<file path="config.mk">
export PLATFORM = sky130hd
export DESIGN_NAME = bank_predictor
export DESIGN_NICKNAME = d
export VERILOG_FILES = /design/src/rtl/bank_pred_pkg.sv /design/src/rtl/bp_hist_table.sv /design/src/rtl/bp_train.sv /design/src/rtl/bp_reroute.sv /design/src/rtl/bank_predictor.sv
export SDC_FILE = /design/constraint.sdc
export NUM_CORES = 2
export LEC_CHECK = 0
export CAP_MARGIN = 10
export CORE_ASPECT_RATIO = 1.25
export CORE_UTILIZATION = 30
export DETAILED_ROUTE_END_ITERATION = 10
export DONT_BUFFER_PORTS = 1
export PLACE_DENSITY = 0.51
export SYNTH_ARGS = -nofsm -noshare
export SYNTH_HDL_FRONTEND = slang
export SYNTH_SLANG_ARGS = --single-unit
export TNS_END_PERCENT = 30
</file>
<file path="constraint.sdc">
create_clock -name clk_i -period 7.2 [get_ports clk_i]
set_clock_uncertainty 0.05 [all_clocks]
set_input_delay 1.08 -clock clk_i [delete_from_list [all_inputs] [get_ports clk_i]]
set_output_delay 1.08 -clock clk_i [all_outputs]
set_load 0.02 [all_outputs]
</file>
<file path="src/rtl/bank_pred_pkg.sv">
package bank_pred_pkg;
  localparam int unsigned BANK_W = 2;
  localparam int unsigned CONF_W = 2;
  localparam logic [CONF_W-1:0] CONF_MAX = '1;

  typedef struct packed {
    logic [BANK_W-1:0] bank;
    logic [CONF_W-1:0] conf;
  } hist_entry_t;
endpackage

</file>
<file path="src/rtl/bp_hist_table.sv">
module bp_hist_table
  import bank_pred_pkg::*;
#(
  parameter int unsigned ENTRIES = 256,
  localparam int unsigned IdxW = $clog2(ENTRIES)
) (
  input  logic        clk_i,
  input  logic        rst_ni,
  input  logic [IdxW-1:0] rd_a_idx_i,
  output hist_entry_t rd_a_o,
  input  logic [IdxW-1:0] rd_b_idx_i,
  output hist_entry_t rd_b_o,
  input  logic        wr_en_i,
  input  logic [IdxW-1:0] wr_idx_i,
  input  hist_entry_t wr_data_i
);
  hist_entry_t mem_q [ENTRIES];

  for (genvar g = 0; g < ENTRIES; g++) begin : g_entry
    always_ff @(posedge clk_i or negedge rst_ni) begin
      if (!rst_ni) begin
        mem_q[g] <= '0;
      end else if (wr_en_i && (wr_idx_i == IdxW'(g))) begin
        mem_q[g] <= wr_data_i;
      end
    end
  end

  assign rd_a_o = mem_q[rd_a_idx_i];
  assign rd_b_o = mem_q[rd_b_idx_i];


  write_lands_chk: assert property (@(posedge clk_i) disable iff (!rst_ni)
    wr_en_i |=> (mem_q[$past(wr_idx_i)] == $past(wr_data_i)));


  idle_hold_chk: assert property (@(posedge clk_i) disable iff (!rst_ni)
    !wr_en_i |=> (mem_q[$past(rd_a_idx_i)] == $past(rd_a_o)));
endmodule

</file>
<file path="src/rtl/bp_train.sv">
module bp_train
  import bank_pred_pkg::*;
(
  input  hist_entry_t       old_i,
  input  logic [BANK_W-1:0] actual_i,
  output hist_entry_t       new_o
);
  logic hit;
  assign hit = (old_i.bank == actual_i);

  always_comb begin
    new_o = old_i;
    if (hit) begin
      if (old_i.conf != CONF_MAX) new_o.conf = old_i.conf + 1'b1;
    end else if (old_i.conf != '0) begin
      new_o.conf = old_i.conf - 1'b1;
    end else begin
      new_o.bank = actual_i;
    end
  end
endmodule

</file>
<file path="src/rtl/bp_reroute.sv">
module bp_reroute
  import bank_pred_pkg::*;
#(
  parameter int unsigned TAG_W = 6
) (
  input  logic              clk_i,
  input  logic              rst_ni,
  input  logic              valid_i,
  input  logic [BANK_W-1:0] pred_i,
  input  logic [BANK_W-1:0] actual_i,
  input  logic [TAG_W-1:0]  tag_i,
  output logic              valid_o,
  output logic [TAG_W-1:0]  tag_o,
  output logic [BANK_W-1:0] bank_o
);
  logic miss;
  assign miss = valid_i && (pred_i != actual_i);

  always_ff @(posedge clk_i or negedge rst_ni) begin
    if (!rst_ni) begin
      valid_o <= 1'b0;
      tag_o   <= '0;
      bank_o  <= '0;
    end else begin
      valid_o <= miss;
      if (miss) begin
        tag_o  <= tag_i;
        bank_o <= actual_i;
      end
    end
  end


  reroute_fire_chk: assert property (@(posedge clk_i) disable iff (!rst_ni)
    (valid_i && (pred_i != actual_i)) |=>
      (valid_o && tag_o == $past(tag_i) && bank_o == $past(actual_i)));


  reroute_quiet_chk: assert property (@(posedge clk_i) disable iff (!rst_ni)
    !(valid_i && (pred_i != actual_i)) |=> !valid_o);
endmodule

</file>
<file path="src/rtl/bank_predictor.sv">
module bank_predictor
  import bank_pred_pkg::*;
#(
  parameter int unsigned PC_W     = 32,
  parameter int unsigned ADDR_W   = 32,
  parameter int unsigned TAG_W    = 6,
  parameter int unsigned ENTRIES  = 256,
  parameter int unsigned LINE_OFF = 6,
  localparam int unsigned IdxW    = $clog2(ENTRIES)
) (
  input  logic              clk_i,
  input  logic              rst_ni,
  input  logic [PC_W-1:0]   lookup_pc_i,
  output logic [BANK_W-1:0] pred_bank_o,
  input  logic              resolve_valid_i,
  input  logic [PC_W-1:0]   resolve_pc_i,
  input  logic [ADDR_W-1:0] resolve_addr_i,
  input  logic [BANK_W-1:0] resolve_pred_bank_i,
  input  logic [TAG_W-1:0]  resolve_tag_i,
  output logic              reroute_valid_o,
  output logic [TAG_W-1:0]  reroute_tag_o,
  output logic [BANK_W-1:0] reroute_bank_o
);
  logic [IdxW-1:0]   lk_idx, rs_idx;
  logic [BANK_W-1:0] actual_bank;
  hist_entry_t       lk_ent, rs_ent, upd_ent;

  assign lk_idx      = lookup_pc_i[IdxW-1:0];
  assign rs_idx      = resolve_pc_i[IdxW-1:0];
  assign actual_bank = resolve_addr_i[LINE_OFF +: BANK_W];

  bp_hist_table #(.ENTRIES(ENTRIES)) i_table (
    .clk_i      (clk_i),
    .rst_ni     (rst_ni),
    .rd_a_idx_i (lk_idx),
    .rd_a_o     (lk_ent),
    .rd_b_idx_i (rs_idx),
    .rd_b_o     (rs_ent),
    .wr_en_i    (resolve_valid_i),
    .wr_idx_i   (rs_idx),
    .wr_data_i  (upd_ent)
  );

  bp_train i_train (
    .old_i    (rs_ent),
    .actual_i (actual_bank),
    .new_o    (upd_ent)
  );

  bp_reroute #(.TAG_W(TAG_W)) i_reroute (
    .clk_i    (clk_i),
    .rst_ni   (rst_ni),
    .valid_i  (resolve_valid_i),
    .pred_i   (resolve_pred_bank_i),
    .actual_i (actual_bank),
    .tag_i    (resolve_tag_i),
    .valid_o  (reroute_valid_o),
    .tag_o    (reroute_tag_o),
    .bank_o   (reroute_bank_o)
  );

  assign pred_bank_o = lk_ent.bank;


  sat_chk: assert property (@(posedge clk_i) disable iff (!rst_ni)
    (resolve_valid_i && rs_ent.bank == actual_bank && rs_ent.conf == CONF_MAX)
      |-> (upd_ent.conf == CONF_MAX && upd_ent.bank == rs_ent.bank));


  keep_bank_chk: assert property (@(posedge clk_i) disable iff (!rst_ni)
    (resolve_valid_i && rs_ent.bank != actual_bank && rs_ent.conf != '0)
      |-> (upd_ent.bank == rs_ent.bank && upd_ent.conf == CONF_W'(rs_ent.conf - 1'b1)));


  replace_chk: assert property (@(posedge clk_i) disable iff (!rst_ni)
    (resolve_valid_i && rs_ent.bank != actual_bank && rs_ent.conf == '0)
      |-> (upd_ent.bank == actual_bank && upd_ent.conf == '0));
endmodule

</file>
==> metrics.txt <==
detail-routed net length per standard cell=roughly 26 um; DRC violation total after the first TritonRoute iteration=3398; transition at the pin with the smallest max-transition slack=between 1 and 1.5 ns; detailed route wirelength on metal2=~85000 um; CP endpoint kind=register; share of synthesized registers carrying an async set or reset=100%; critical-path cell list=mux4_2 > mux4_2 > o211ai_1 > o311ai_1 > o32a_1 > xnor2_1 > nand3_4 > buf_12 > a31oi_1; Most common cell on crit path=mux4_2; Cells after Synth=between 4000 and 5000; clock insertion delay at the later pin of the skew report=roughly 0.75 ns; Layout Nets=about 4600; synthesis-to-layout area growth=10.5%; top sig layer=met5; vertical die dimension=around 460 um; final global-route overflow total=0; detailed-routing wirelength on met1=71200 um; Die Span X=371 um; Clock Pin Slew Worst Setup and Hold Paths=approximately 0.060 ns; total CTS buffers=104; buffers inserted during post-CTS setup optimization=0; post-detail-place hpwl=approximately 110000 um; Core ar.=~170000 um2; vias in the first global route=37500; maximum buffer depth of the clock tree=3; upper clock frequency limit=188 MHz; # resized after CTS=0; Mean Syn Cell Area=approximately 11 um2; number of nets in the synthesized netlist=4743; critical-path cell with the highest stage delay=mux4_2; total track usage=approximately a fifth; count of warnings emitted by yosys=0; setup repair after global routing missed its margin=no; initial antenna violation count=3; number of search-and-repair iterations in the first detailed-routing pass=5; number of buffers inserted by port buffering=0; layout cell share with drive strength beyond 1=between 10% and 20%; count of filler cells inserted in the layout=16900; category of the critical setup timing path=in2reg; DIE AREA=between 150000 and 200000 um2; routed wire length=177000 um; IO Count=between 100 and 150; startpoint type of the worst setup path=primary input; largest net degree at the start of global routing=roughly 260; class of the worst hold path=in2async; static leakage=between 20 and 25 nW; count of H-tree levels built during CTS=3; DR vias/cell=~5.6; final worst path period need=between 5 and 6 ns; maximum cell stage delay along the critical path=~0.94 ns; Remaining DRCs=0; clock tree from TritonCTS=done; standard-cell row count=between 150 and 200; starting density of the core=30.3%; cts hold-fix bufs=0; EDFF count, synth=0; number of max-slew violations in the final report=0; total of flip-flops plus latches after synthesis=1033; met3 WL=11500 um; final non-filler cell area=roughly 56000 um2; register area share after synthesis=about 51%; worst endpoint data arrival time=roughly 6 ns; placer's final routability congestion estimate=0.892; wire length of the first global-routing pass=263000 um; netlist area before placement=between 50000 and 60000 um2; aggregate negative setup slack=0 ns; final hold violations=0; crit-path leading delay family=compound AO/OA/AOI/OAI gates; worst rel slew slack=roughly 16%; library cells used by synthesis=64; run status=finished, final reports clean; root buffer cell=clkbuf_16; placed cell area=~53000 um2; period utilization=about 74%; worst vdd rail ir drop=0.000187 V; critical-path maximum fanout=approximately 210; vias=37700; Final Setup Violations=0; Post-synth top flop=dfrtp_1; total clock sinks=between 1000 and 1500; number of routed nets with antenna violations=0; Critical Path RT=between 7 and 8 ns; Buf+Inv Stages, Crit Path=1; PwrDens=about 250 nW/um2; reported max-cap violation count=0
[power breakdown]
part | switching [mW] | internal [mW]
Combinational | 1.15 | 0.790
Sequential | 0.310 | 6.27
Clock | 2.46 | 3.35
Total | 3.92 | 10.4
[stage by stage]
| stage | instances | power (mW) | hold WS (ns) | util (%) | setup WS (ns) |
|---|---|---|---|---|---|
| 6_report | 6765 | 14.3 | 0.300 | 33.5 | 1.89 |
| 2_1_floorplan | 4636 | 8.05 | 0.410 | - | 1.93 |
| 3_5_place_dp | 6573 | 8.62 | 0.438 | 31.4 | 1.39 |
| 5_1_grt | 6762 | 14.9 | 0.337 | 33.5 | 2.04 |
| 3_3_place_gp | 6572 | 8.57 | 0.427 | 31.4 | 1.44 |
| 4_1_cts | 6761 | 14.4 | 0.300 | 33.5 | 2.18 |
[path summary, 6_finish.rpt]
check                                                from                         endpoint  slack, ns  cells after the start
min reg2reg                i_table.mem_q[567]$_DFFE_PN0P_   i_table.mem_q[567]$_DFFE_PN0P_       0.45                      2
min in group clk_i                       resolve_tag_i[5]   i_reroute.tag_o[5]$_DFFE_PN0P_       0.41                      2
min                                                rst_ni   i_table.mem_q[629]$_DFFE_PN0P_       0.30                      1
max reg2reg                 i_table.mem_q[59]$_DFFE_PN0P_   i_table.mem_q[493]$_DFFE_PN0P_       2.83                      9
max in group asynchronous                          rst_ni  i_table.mem_q[1004]$_DFFE_PN0P_       5.16                      2
max                                       resolve_pc_i[0]   i_table.mem_q[493]$_DFFE_PN0P_       1.89                      9
[placed cells by master (no fill, tap or decap), drive strengths merged, types with 6 or more instances in the layout]
| cell | n |
|---|---|
| clkinv | 20 |
| a31oi | 520 |
| a22oi | 21 |
| a21oi | 425 |
| a32oi | 7 |
| nor4 | 7 |
| nor2b | 9 |
| buf | 72 |
| nor2 | 1212 |
| mux2i | 50 |
| nor3 | 21 |
| nand2b | 7 |
| nand2 | 282 |
| dfrtp | 1033 |
| bufinv | 12 |
| clkbuf | 150 |
| mux2 | 18 |
| a221oi | 6 |
| inv | 12 |
| nand3 | 42 |
| mux4 | 418 |
| o22ai | 25 |
| o21ai | 115 |
[layer usage]
layer  up-vias  global-route usage (%)
met5         -                   0.283
met4         6                    9.58
met3       315                    3.71
met2      1251                    33.6
met1     19400                    26.5
li1      16700                       -
[cells by family (layout without fill, tap and decap cells)]
logic type | Yosys count | count (layout) | synth area share (%)
buffers and inverters | 354 | 269 | 3.85
XOR/XNOR | 4 | 4 | 0.0687
multiplexers | 486 | 486 | 19.8
AO/OA/AOI/OAI | 1145 | 1145 | 13.2
flip-flops | 1033 | 1033 | 50.6
AND/OR/NAND/NOR | 1614 | 1614 | 12.4
other | 0 | 4 | 0
[Yosys cell counts (all sizes together) (2+ instances only)]
cell type  instances  area share (%)
xor2               2           0.034
or2                5           0.061
nand4bb            2           0.044
mux2i             50            0.98
nand2            282             2.1
a211oi             5           0.074
and4               2           0.034
and2               3           0.037
nand2b             7           0.086
a221oi             6            0.10
nor3              21            0.21
a22oi             21            0.31
a2111oi            2           0.034
a32oi              7            0.12
o31ai              3           0.044
nor2            1212             8.9
buf              251             3.1
nand3             42            0.42
nor2b              9            0.11
nor4               7           0.086
o41ai              3           0.066
a21oi            425             4.4
or4                2           0.037
or3                4           0.049
and3               4           0.049
o22ai             25            0.31
nand3b             2           0.029
mux4             418              18
inv                8           0.059
clkbuf            94            0.69
o21ai            115             1.1
mux2              18            0.40
nand4              4           0.049
o311ai             2           0.034
nor3b              2           0.029
xnor2              2           0.034
dfrtp           1033              51
a31oi            520             6.4
o211ai             4           0.059
[area by class of cell]
type / count / area, um2 / area share (%)
diodes: 4 / 10.0 / 0.0177
clock buffers: 150 / 3030 / 5.37
clock inverters: 38 / 557 / 0.987
inverters: 9 / 35.0 / 0.0621
multi-input cells: 3249 / 23300 / 41.3
flip-flops and latches: 1033 / 25800 / 45.8
well taps: 2210 / 2770 / 4.90
repair buffers: 72 / 856 / 1.52
[worst reg2reg max path, stage by stage, from the launching register on]
cell and delay (ns):
dfrtp_1 0.39, mux4_2 0.52, mux4_2 0.48, o211ai_1 0.62, o311ai_1 0.28, o32a_1 0.32
xnor2_1 0.27, nand3_4 0.50, buf_12 0.43, a31oi_1 0.40
[registers in the layout, indices dropped and copies added, names as in the netlist]
name,flops
i_reroute.valid_o,1
i_reroute.bank_o,2
i_reroute.tag_o,6
i_table.mem_q,1024
Note: power is estimated with default switching activity, not from simulation.
